**src/rtl/dacfe_pkg.sv**
```systemverilog
package dacfe_pkg;

  // Synchronized host control bundle
  typedef struct packed {
    logic sel_n;
    logic rd;
    logic load_n;
    logic clear_n;
  } ctrl_t;

  // Reset value of the control synchronizer: deselected, load seen low so
  // a strobe tied low from reset never yields a falling edge.
  localparam ctrl_t CTRL_IDLE = '{sel_n: 1'b1, rd: 1'b0, load_n: 1'b0, clear_n: 1'b1};

  typedef enum logic [1:0] {
    ACT_KEEP    = 2'd0,
    ACT_LOAD    = 2'd1,
    ACT_CLR_ZERO = 2'd2,
    ACT_CLR_MID = 2'd3
  } conv_act_e;

  function automatic int hold_cycles(longint clk_hz, longint hold_ns);
    longint c;
    c = (clk_hz * hold_ns) / 64'd1_000_000_000;
    if (c < 1) c = 1;
    return int'(c);
  endfunction

endpackage

```
**src/rtl/dacfe_sync.sv**
```systemverilog
module dacfe_sync #(
  parameter int          W       = 1,
  parameter int          STAGES  = 2,
  parameter logic [W-1:0] RST_VAL = '0
) (
  input  logic         clk,
  input  logic         rst,
  input  logic [W-1:0] d,
  output logic [W-1:0] q
);
  logic [W-1:0] stage [STAGES];

  for (genvar i = 0; i < STAGES; i++) begin : g_stage
    always_ff @(posedge clk) begin
      if (rst) stage[i] <= RST_VAL;
      else if (i == 0) stage[i] <= d;
      else stage[i] <= stage[(i == 0) ? 0 : i-1];
    end
  end

  assign q = stage[STAGES-1];
endmodule

```
**src/rtl/dacfe_host_port.sv**
```systemverilog
module dacfe_host_port #(
  parameter int DATA_W = 16
) (
  input  logic              clk,
  input  logic              rst,
  input  logic              sel_n,
  input  logic              rd,
  input  logic [DATA_W-1:0] wdata,
  output logic [DATA_W-1:0] stage_q,
  output logic [DATA_W-1:0] rdata,
  output logic              rdata_en
);
  logic wr_hit;

  assign wr_hit = !sel_n && !rd;

  always_ff @(posedge clk) begin
    if (rst) stage_q <= '0;
    else if (wr_hit) stage_q <= wdata;
  end

  assign rdata_en = !sel_n && rd;
  assign rdata    = rdata_en ? stage_q : '0;
endmodule

```
**src/rtl/dacfe_conv_reg.sv**
```systemverilog
module dacfe_conv_reg
  import dacfe_pkg::*;
#(
  parameter int DATA_W = 16
) (
  input  logic              clk,
  input  logic              rst,
  input  logic              load_n,
  input  logic              clear_n,
  input  logic              rd,
  input  logic [DATA_W-1:0] stage_q,
  output logic [DATA_W-1:0] code_q
);
  localparam logic [DATA_W-1:0] MID_WORD  = {1'b1, {(DATA_W-1){1'b0}}};
  localparam logic [DATA_W-1:0] ZERO_WORD = '0;

  conv_act_e act;

  // Clear has priority over load
  always_comb begin
    if (!clear_n)     act = rd ? ACT_CLR_MID : ACT_CLR_ZERO;
    else if (!load_n) act = ACT_LOAD;
    else              act = ACT_KEEP;
  end

  always_ff @(posedge clk) begin
    if (rst) code_q <= '0;
    else begin
      case (act)
        ACT_LOAD:     code_q <= stage_q;
        ACT_CLR_ZERO: code_q <= ZERO_WORD;
        ACT_CLR_MID:  code_q <= MID_WORD;
        default:      code_q <= code_q;
      endcase
    end
  end
endmodule

```
**src/rtl/dacfe_hold_timer.sv**
```systemverilog
module dacfe_hold_timer #(
  parameter int HOLD_CYCLES = 312
) (
  input  logic clk,
  input  logic rst,
  input  logic load_n,
  output logic hold
);
  localparam int CNT_W = $clog2(HOLD_CYCLES + 1);
  localparam logic [CNT_W-1:0] CNT_LOAD = CNT_W'(HOLD_CYCLES);

  logic             load_n_d;
  logic             fall;
  logic [CNT_W-1:0] cnt;

  assign fall = load_n_d && !load_n;

  always_ff @(posedge clk) begin
    if (rst) begin
      load_n_d <= 1'b0;
      cnt      <= '0;
    end else begin
      load_n_d <= load_n;
      if (fall)          cnt <= CNT_LOAD;
      else if (cnt != 0) cnt <= cnt - CNT_W'(1);
    end
  end

  assign hold = (cnt != 0);
endmodule

```
**src/rtl/dac_bus_frontend.sv**
```systemverilog
module dac_bus_frontend
  import dacfe_pkg::*;
#(
  parameter int     DATA_W  = 16,
  parameter longint CLK_HZ  = 125_000_000,
  parameter int     HOLD_NS = 2500
) (
  input  logic              clk,
  input  logic              rst,
  input  logic              host_sel_n,
  input  logic              host_rd,
  input  logic              load_n,
  input  logic              clear_n,
  input  logic [DATA_W-1:0] bus_wdata,
  output logic [DATA_W-1:0] bus_rdata,
  output logic              bus_rdata_en,
  output logic [DATA_W-1:0] conv_code,
  output logic              out_hold
);
  localparam int HOLD_CYCLES = hold_cycles(CLK_HZ, longint'(HOLD_NS));
  localparam int CTRL_W      = $bits(ctrl_t);

  ctrl_t             ctrl_raw;
  ctrl_t             ctrl_s;
  logic [CTRL_W-1:0] ctrl_s_vec;
  logic [DATA_W-1:0] wdata_s;
  logic [DATA_W-1:0] stage_q;

  assign ctrl_raw = '{sel_n: host_sel_n, rd: host_rd, load_n: load_n, clear_n: clear_n};

  dacfe_sync #(.W(CTRL_W), .STAGES(2), .RST_VAL(CTRL_IDLE)) u_sync_ctrl (
    .clk (clk),
    .rst (rst),
    .d   (ctrl_raw),
    .q   (ctrl_s_vec)
  );
  assign ctrl_s = ctrl_t'(ctrl_s_vec);

  // Data follows the same delay so it lines up with the select
  dacfe_sync #(.W(DATA_W), .STAGES(2), .RST_VAL('0)) u_sync_data (
    .clk (clk),
    .rst (rst),
    .d   (bus_wdata),
    .q   (wdata_s)
  );

  dacfe_host_port #(.DATA_W(DATA_W)) u_host (
    .clk      (clk),
    .rst      (rst),
    .sel_n    (ctrl_s.sel_n),
    .rd       (ctrl_s.rd),
    .wdata    (wdata_s),
    .stage_q  (stage_q),
    .rdata    (bus_rdata),
    .rdata_en (bus_rdata_en)
  );

  dacfe_conv_reg #(.DATA_W(DATA_W)) u_conv (
    .clk     (clk),
    .rst     (rst),
    .load_n  (ctrl_s.load_n),
    .clear_n (ctrl_s.clear_n),
    .rd      (ctrl_s.rd),
    .stage_q (stage_q),
    .code_q  (conv_code)
  );

  dacfe_hold_timer #(.HOLD_CYCLES(HOLD_CYCLES)) u_hold (
    .clk    (clk),
    .rst    (rst),
    .load_n (ctrl_s.load_n),
    .hold   (out_hold)
  );
endmodule

```
**config.mk**
```make
export PLATFORM = sky130hd
export DESIGN_NAME = dac_bus_frontend
export DESIGN_NICKNAME = d
export VERILOG_FILES = /design/src/rtl/dacfe_pkg.sv /design/src/rtl/dacfe_sync.sv /design/src/rtl/dacfe_host_port.sv /design/src/rtl/dacfe_conv_reg.sv /design/src/rtl/dacfe_hold_timer.sv /design/src/rtl/dac_bus_frontend.sv
export SDC_FILE = /design/constraint.sdc
export NUM_CORES = 1
export LEC_CHECK = 0
export BUFFER_PORTS_ARGS = -buffer_cell sky130_fd_sc_hd__buf_4
export CAP_MARGIN = 15
export CELL_PAD_IN_SITES_DETAIL_PLACEMENT = 1
export CELL_PAD_IN_SITES_GLOBAL_PLACEMENT = 1
export CORE_MARGIN = 2
export CORE_UTILIZATION = 44
export DETAILED_ROUTE_END_ITERATION = 8
export MAX_ROUTING_LAYER = met4
export PLACE_DENSITY_LB_ADDON = 0.12
export SLEW_MARGIN = 20
export SYNTH_ARGS = -nofsm -noshare
export SYNTH_HDL_FRONTEND = slang
export SYNTH_SLANG_ARGS = --single-unit
```
**constraint.sdc**
```tcl
create_clock -name clk -period 2.7 [get_ports clk]
set_clock_uncertainty 0.2 [all_clocks]
set_input_delay 0.135 -clock clk [delete_from_list [all_inputs] [get_ports clk]]
set_output_delay 0.135 -clock clk [all_outputs]
set_load 0.1 [all_outputs]
```
=== Word-level counts from Yosys, hierarchy flattened ===
Memories as Yosys holds them, arrays and structs flattened. A register that Yosys moved wholly into a read port is not among the register bits.
Index checks and enable logic that the tools add are counted.

* Muxes and demuxes: 14
* $add $sub $neg: 1
* Bitwise logic cells: 4
* Reduce and logical (&&, ||, !) cells: 10
* Eq/ne operators: 3

{| class="wikitable"
|+ Operator list
! kind !! number
|-
| $mux 16 || 3
|-
| $pmux 16 s3 || 1
|-
| $mux 9 || 2
|-
| $reduce_bool 9->1 || 1
|-
| $sub 9x1->9 const B || 1
|-
| $mux 4 || 2
|-
| $mux 1 || 5
|-
| $eq 2x2->1 const B || 2
|-
| $or 1x1->1 || 4
|-
| $logic_and 1x1->1 || 3
|-
| $logic_not 1->1 || 3
|-
| $reduce_bool 3->1 || 1
|-
| $eq 2x1->1 const B || 1
|-
| $mux 2 || 1
|-
| $reduce_bool 2->1 || 1
|-
| $reduce_or 2->1 || 1
|}

* Flip-flop bits (word level): 26
* Input port bits: 22
* Logic and storage cells: 38
* Memories: 2
* RAM bits: 40
* Output and inout bits: 34

{| class="wikitable"
|+ Memory list
! memory !! words !! bits a word !! read ports !! clocked after memory_dff !! write ports !! RTL line !! text
|-
| u_sync_data.stage || 2 || 16 || 2 || 1 || 2 || dacfe_sync.sv:11 || <nowiki>logic [W-1:0] stage [STAGES];</nowiki>
|-
| u_sync_ctrl.stage || 2 || 4 || 2 || 0 || 2 || dacfe_sync.sv:11 ||
|}

=== Depth between registers and ports, before layout ===
Gate-level depths: netlist (run 1).
An unclocked memory read counts as a cell.

* Depth in word-level cells: 5
* Mapped depth: 7
* Depth with buffers taken out: 6

=== By module ===
Synthesis (run 1) repeated with hierarchy kept, for this count alone.

* Cells, all modules: 282
* Area total of the unflattened synthesis: 2937.8 sq um

{| class="wikitable"
|+ By module, submodules not included
! module !! area each (sq um) !! cells each !! seq. area each (sq um) !! instances
|-
| dacfe_sync (u_sync_data) || 863.3 || 67 || 640.6 || 1
|-
| dacfe_host_port || 765.7 || 90 || 320.3 || 1
|-
| dacfe_conv_reg || 598.1 || 53 || 320.3 || 1
|-
| dacfe_hold_timer || 500.5 || 56 || 200.2 || 1
|-
| dacfe_sync (u_sync_ctrl) || 210.2 || 16 || 160.2 || 1
|}

=== Worst setup path after synthesis (run 1) ===
OpenSTA, ideal clock, no wires.

* Kind: register to output
* Start: memory u_sync_ctrl.stage[1][2] in the netlist's numbering
* End: output port bus_rdata[10]
* Path slack: -112 ps
* Required time: 2365 ps
* Cell stages (with the launch flop): 4
* Buffers on the path: 1
* Data arrival time: 2477 ps
* Path through: dfxtp_1 > nor2b_1 > clkbuf_1 > and2_1

{| class="wikitable"
|+ RTL lines
! item !! RTL line !! text
|-
| start: declaration || dacfe_sync.sv:11 ||
|-
| end: declaration || dac_bus_frontend.sv:15 || <nowiki>output logic [DATA_W-1:0] bus_rdata,</nowiki>
|}

=== Worst setup path in the final report (run 1) ===
* Start: register u_hold.cnt[0]
* End: output port out_hold

* Word-level cells in the longest chain between the ends: 1

{| class="wikitable"
|+ Ends and longest elaborated chain
! item !! RTL line !! text
|-
| start: declaration || dacfe_hold_timer.sv:14 || <nowiki>logic [CNT_W-1:0] cnt;</nowiki>
|-
| start signal: assignment || dacfe_hold_timer.sv:25 || <nowiki>else if (cnt != 0) cnt <= cnt - CNT_W'(1);</nowiki>
|-
| $reduce_bool 9->1 || dacfe_hold_timer.sv:29 || <nowiki>assign hold = (cnt != 0);</nowiki>
|-
| end: declaration || dac_bus_frontend.sv:18 || <nowiki>output logic out_hold</nowiki>
|}

Every way passes these cells.

==> results of run 1 <==
kinds of logic after synthesis:
| kind of cell | after synthesis | share of synthesized area |
|---|---|---|
| buf+inv | 19 | 0.0291 |
| mux | 16 | 0.0573 |
| compound gates | 28 | 0.0578 |
| xor+xnor | 4 | 0.0125 |
| flops | 82 | 0.588 |
| simple gates | 132 | 0.247 |
| fa+ha+maj | 2 | 0.00896 |
where the power goes:
group,total (mW),switching (mW),leakage [nW],internal [mW]
registers,1.36,0.0615,0.672,1.30
logic,0.556,0.316,0.733,0.240
clock network,1.03,0.420,0.116,0.610
total,2.94,0.798,1.52,2.14
placed cells by master (no fill, tap or decap), types with 2 or more instances in the layout:
cell,instances
bufinv_16,3
a21oi_1,19
and2_1,16
buf_4,58
nor2b_1,38
clkbuf_8,9
inv_1,4
o211ai_1,2
mux2i_1,16
xor2_1,3
nand2_1,36
ha_1,2
nand3_1,3
or3_1,2
dlygate4sd3_1,20
nor2_1,23
nand2b_1,3
a31oi_1,2
or2_2,5
dfxtp_1,82
layer usage:
metal / up-vias / wire length, µm
met2: 39 / 2850
met3: 8 / 198
met4: 0 / 100
li1: 1054 / -
met1: 929 / 2660
met5: - / 0
state kept, by name, indices dropped and copies added, names as in the netlist:
register	flops
u_conv.code_q	16
u_hold.load_n_d	1
u_hold.cnt	9
u_host.stage_q	16
u_sync_ctrl.stage	8
u_sync_data.stage	32
worst max-delay path by stage:
stage / slack, ns / endpoint / from
final: 0.36 / out_hold / u_hold.cnt[0]
after global routing: 0.26 / out_hold / u_hold.cnt[0]
after CTS: 0.34 / out_hold / u_hold.cnt[0]
after detailed placement: 0.75 / out_hold / u_hold.cnt[0]
after global placement: 0.78 / out_hold / u_hold.cnt[0]
after floorplan: 0.36 / bus_rdata[10] / u_sync_ctrl.stage[1][2]
critical path: stages (launching register included):
cell and delay (ns):
dfxtp_1 0.34, inv_1 0.09, ha_1 0.16, or4b_4 0.49
or2_1 0.31, buf_4 0.27
layout make-up:
class / count / area share
Timing Repair Buffer: 78 / 0.172
Multi-Input combinational cell: 182 / 0.290
Clock inverter: 5 / 0.0281
Clock buffer: 10 / 0.0346
Inverter: 4 / 0.00407
Tap cell: 77 / 0.0261
Sequential cell: 82 / 0.445
repair_timing:
| item | 4_1_cts | 5_1_grt |
|---|---|---|
| buffers inserted | 0 | 0 |
| hold buffers | 20 | 0 |
| endpoints found under the hold margin | 20 | 0 |
==> summary.txt, run 1 <==
Logic synthesis
  • Area contributors post-synth: dfxtp_1 (59%), nor2b_1 (8.5%), mux2i_1 (5.7%)
  • Synth area leader: dfxtp_1
  • Area share of the largest cell type after synthesis: 0.588
  • Syn avg cell area: 9.87 µm²
  • Top cells by count, synth: dfxtp_1 (82), nor2b_1 (38), nand2_1 (36)
  • Syn Inst Count: 283
  • Most common cell in the netlist: dfxtp_1
  • Synth unique cells: 31
  • FFs w/ async S/R, synth: 0
  • Warnings, synthesis: 0
  • Number of synthesized flops with an enable pin: 0
  • Post-Syn Area: 2790 µm²
  • Sequential element share of the synthesized area: 0.588
  • Syn_nets: 307
  • Synth Register Bits: 82
  • Main synth FF type: dfxtp_1

Place
  • GPL Wtd Cong: 0.754
  • Placed inst area: 3260 µm²
  • DP Cell Count: 403
  • Port Buffers: 55
  • Post-DP HPWL: 3.75 mm
  • Pre-CTS WS: 0.753 ns

Routing
  • Final WL: 5.81 mm
  • Routed Antenna Nets: 0
  • Drt pass-1 iters: 4
  • Drt wl/cell: 13.3 µm
  • Via density: 4.63
  • DRC violation total after the first TritonRoute iteration: 67
  • Via Count: 2030
  • DRC Markers: 0

STA
  • Hold Slack: 0.0886 ns
  • Setup WS post-layout: 0.362 ns
  • Slew @ Worst Pin: 0.611 ns
  • Max_slew headroom: 0.593
  • Setup TNS: 0 ns
  • RSZ-0062 raised after global routing: false
  • Final setup violation count: 0
  • Max Freq: 0.428 GHz
  • Tmin final: 2.34 ns
  • Final hold violations: 0
  • Final Max Tran Viols: 0
  • Period utilisation layout: 0.866

Global routing
  • Initial antenna violation count: 0
  • First-pass GRT wire length: 9.85 mm
  • Number of global-route vias before repair: 2046
  • Met2 Use GR: 0.287
  • Gr busiest metal: met2
  • Pin count of the biggest net entering global routing: 64
  • M3 GR Usage: 0.0425
  • Global Route Usage Sum: 0.184
  • Met1 Use GR: 0.228
  • GRT overflow: 0

Power
  • Final Power: 2.94 mW
  • Lkg Pwr: 1.52 nW
  • PD cells: 797 nW/µm²
  • Max IR drop VDD: 0.000640 V

Floorplan
  • Die W: 83.7 µm
  • Total core area: 6240 µm²
  • Initial Util: 0.448
  • I/O pin total: 56
  • Full die area: 7000 µm²
  • Site Rows: 29
  • Height of the die: 83.7 µm

Worst setup path
  • RR Startpoint: u_hold.cnt[0]
  • R2r endpoint: u_hold.cnt[5]
  • FF-to-FF path depth: 6
  • Startpoint types: flop
  • Crit Path Max Fanout: 5
  • R2R setup slack: 0.73 ns
  • Worst EP required: 2.37 ns
  • Worst path arrival time: 2.00 ns
  • Setup crit end kind: output port
  • Setup Crit Path Kind: reg2out

Hold path
  • Worst hold stages: 2
  • Worst hold start: rst
  • Worst Hold End: u_sync_data.stage[0][12]
  • Worst min path class: in2reg

Clock network
  • Clock latency at the later pin of the worst-skew pair: 0.35 ns
  • CTS root buf: clkbuf_8
  • Clock Path Buffers: 2
  • Resized Gates After CTS: 0
  • CTS Sinks: 82
  • CTS buffer count: 9
  • TritonCTS clock tree: done
  • Worst-path clk slew: 0.08 ns
  • # H-tree levels: 3

Cells and area
  • Design area: 3690 µm²
  • Multi-input logic area: 1070 µm²
  • Fin cells: 438
  • Ant. Diodes: 0
  • Area delta synth->final: 32.1%
  • Fin nets: 381
  • FF+latch area: 1640 µm²
  • Fill count: 708
  • Final core utilization: 0.591
  • Ratio of cells with drive above 1 in the final layout: 0.224

Outcome
  • Status: complete, no violations

Job
  • Max Cap Viol: 0
No activity file was read; power rests on OpenSTA's default activity.
==> run 2: changes to the inputs <==
--- a/config.mk
+++ b/config.mk
@@ -10,11 +10,12 @@
 export CELL_PAD_IN_SITES_DETAIL_PLACEMENT = 1
 export CELL_PAD_IN_SITES_GLOBAL_PLACEMENT = 1
 export CORE_MARGIN = 2
-export CORE_UTILIZATION = 44
+export CORE_UTILIZATION = 45
 export DETAILED_ROUTE_END_ITERATION = 8
 export MAX_ROUTING_LAYER = met4
 export PLACE_DENSITY_LB_ADDON = 0.12
 export SLEW_MARGIN = 20
 export SYNTH_ARGS = -nofsm -noshare
 export SYNTH_HDL_FRONTEND = slang
+export SYNTH_HIERARCHICAL = 1
 export SYNTH_SLANG_ARGS = --single-unit
==> summary.txt, run 2 <==
Power
  • Max IR drop VDD: 0.000871 V
  • Lkg Pwr: 1.51 nW
  • Flop pwr share: 0.491
  • Comb power frac: 0.197
  • Sw frac: 0.299
  • Clk network pwr share: 0.312
  • PD cells: 730 nW/µm²
  • Psw: 834 µW
  • Internal power: 1.95 mW
  • Final Power: 2.78 mW

Clock network
  • TritonCTS clock tree: done
  • Clock latency at the later pin of the worst-skew pair: 0.35 ns
  • CTS root buf: clkbuf_8
  • CTS Sinks: 82
  • Worst-path clk slew: 0.08 ns
  • # H-tree levels: 3
  • Resized Gates After CTS: 0
  • Clock Path Buffers: 2
  • CTS buffer count: 9

Routing
  • DRC Markers: 0
  • Via density: 4.91
  • Via Count: 2170
  • DRC violation total after the first TritonRoute iteration: 70
  • Drt pass-1 iters: 4
  • Drt wl/cell: 13.8 µm
  • Routed Antenna Nets: 0
  • Final WL: 6.11 mm

Floorplan
  • Initial Util: 0.463
  • Site Rows: 29
  • I/O pin total: 56
  • Full die area: 7190 µm²
  • Height of the die: 84.8 µm
  • Total core area: 6350 µm²
  • Die W: 84.8 µm

STA
  • Period utilisation layout: 0.886
  • Max Freq: 0.418 GHz
  • Max_slew headroom: 0.608
  • Final setup violation count: 0
  • Final hold violations: 0
  • Final Max Tran Viols: 0
  • RSZ-0062 raised after global routing: false
  • Setup TNS: 0 ns
  • Slew @ Worst Pin: 0.583 ns
  • Tmin final: 2.39 ns

Cells and area
  • Ratio of cells with drive above 1 in the final layout: 0.216
  • Fill count: 691
  • Fin nets: 384
  • Ant. Diodes: 0
  • Commonest cells after routing, fill and taps aside: dfxtp_1 (82), buf_4 (59), nor2b_1 (38)
  • Multi-input logic area: 1180 µm²
  • Most flops, register: u_sync_data/stage
  • Largest register FFs: 32
  • FF+latch area: 1640 µm²
  • Area delta synth->final: 29.8%
  • Final core utilization: 0.601
  • Commonest non-fill, non-tap cell in the layout: dfxtp_1
  • Top Registers: u_sync_data/stage: 32 flops, u_conv/code_q: 16 flops, u_host/stage_q: 16 flops

Logic synthesis
  • Main synth FF type: dfxtp_1
  • Sequential element share of the synthesized area: 0.559
  • Number of synthesized flops with an enable pin: 0
  • Post-Syn Area: 2940 µm²
  • Area share of the largest cell type after synthesis: 0.559
  • Synth Register Bits: 82
  • Synth unique cells: 36
  • Area contributors post-synth: dfxtp_1 (56%), nor2b_1 (8.1%), mux2i_1 (5.5%)
  • Syn avg cell area: 10.4 µm²
  • Syn_nets: 306
  • Synth area leader: dfxtp_1
  • Syn Inst Count: 282
  • Warnings, synthesis: 6
  • Top cells by count, synth: dfxtp_1 (82), nor2b_1 (38), o21ai_0 (20)
  • Most common cell in the netlist: dfxtp_1
  • FFs w/ async S/R, synth: 0

Hold path
  • Worst min path class: reg2reg
  • Worst Hold End: u_sync_ctrl/stage[1][0]
  • Worst hold start: u_sync_ctrl/stage[0][0]
  • Worst hold stages: 1

Place
  • Post-DP HPWL: 3.75 mm
  • Port Buffers: 55
  • GPL Wtd Cong: 0.815

Global routing
  • Global Route Usage Sum: 0.188
  • GRT overflow: 0
  • Number of global-route vias before repair: 2079
  • First-pass GRT wire length: 10.2 mm
  • Pin count of the biggest net entering global routing: 55
  • Initial antenna violation count: 0

Worst setup path
  • Crit Path Max Fanout: 11
  • Setup Crit Path Kind: reg2out
  • R2R setup slack: 0.60 ns
  • FF-to-FF path depth: 5
  • Setup crit end kind: output port
  • Worst path arrival time: 2.06 ns
  • Worst EP required: 2.37 ns
  • R2r endpoint: u_hold/cnt[8]
  • Startpoint types: flop
  • RR Startpoint: u_hold/cnt[0]

Outcome
  • Status: complete, no violations

Job
  • Max Cap Viol: 0
[run 2: cell count changes in the layout (fill, tap and decap cells not counted), moves of 4 or more]
cell	change
dlygate4sd3_1	+5
or3b_1	+14
o21ai_0	+19
nand2_1	-35
or2_2	-4
nor2_1	-5
nor3_1	+4
[run 2: logic make-up (layout without fill, tap and decap cells)]
kind of cell / Yosys count / count (layout) / share of synthesized area
buffers and inverters: 20 / 103 / 0.0405
adders and majority gates: 2 / 2 / 0.00852
AOI/OAI and AO/OA: 52 / 52 / 0.101
DFF: 82 / 82 / 0.559
muxes: 16 / 16 / 0.0545
and+or+nand+nor: 110 / 110 / 0.237
[run 2: worst max path at each step]
stage | startpoint | endpoint | slack (ns)
floorplan | u_hold/cnt[0] | u_hold/cnt[1] | 0.44
global placement | u_hold/cnt[0] | u_hold/cnt[8] | 0.67
detailed placement | u_hold/cnt[0] | u_hold/cnt[8] | 0.59
CTS | u_hold/cnt[0] | out_hold | 0.28
global route | u_hold/cnt[0] | out_hold | 0.21
finish | u_hold/cnt[0] | out_hold | 0.31
[run 2: final cells by class]
class,instances,share of cell area
clock buffer,11,0.0344
timing repair buffer,84,0.182
multi-input combinational,180,0.309
tap,77,0.0253
clock inverter,5,0.0164
sequential,82,0.430
inverter,3,0.00295
[run 2: timing repair]
action | in CTS | in global routing
setup endpoints to repair | 0 | 0
setup buffers | 0 | 0
hold buffers | 25 | 0
endpoints found under the hold margin | 25 | 0
[run 2: routing by layer]
layer / vias up / part of all wire / track usage
met3: 15 / 0.047 / 0.0560
met4: 0 / 0.020 / 0.0823
met2: 53 / 0.45 / 0.276
li1: 1109 / - / -
met1: 993 / 0.48 / 0.241
met5: - / 0 / -
[run 2: power by group through the flow]
stage / combinational [mW] / sequential, mW / clock, mW
6_report: 0.548 / 1.37 / 0.868
5_1_grt: 0.617 / 1.38 / 0.957
4_1_cts: 0.544 / 1.37 / 0.898
3_5_place_dp: 0.515 / 1.39 / 0
3_3_place_gp: 0.501 / 1.39 / 0
2_1_floorplan: 0.406 / 1.39 / 0
[run 2: through the flow]
stage	std cells	hold slack, ns	area, µm²	worst slack [ns]
after floorplan	282	-0.000354	2940	0.439
after global placement	401	0.117	3370	0.674
after detailed placement	401	0.119	3370	0.585
after CTS	442	0.215	3810	0.285
after global routing	442	0.238	3810	0.209
final	442	0.216	3810	0.307
[run 2: critical path: stages (launching register included)]
cell     delay (ns)
dfxtp_1        0.36
inv_1          0.10
ha_1           0.13
or4b_4         0.53
or2_2          0.34
buf_4          0.24
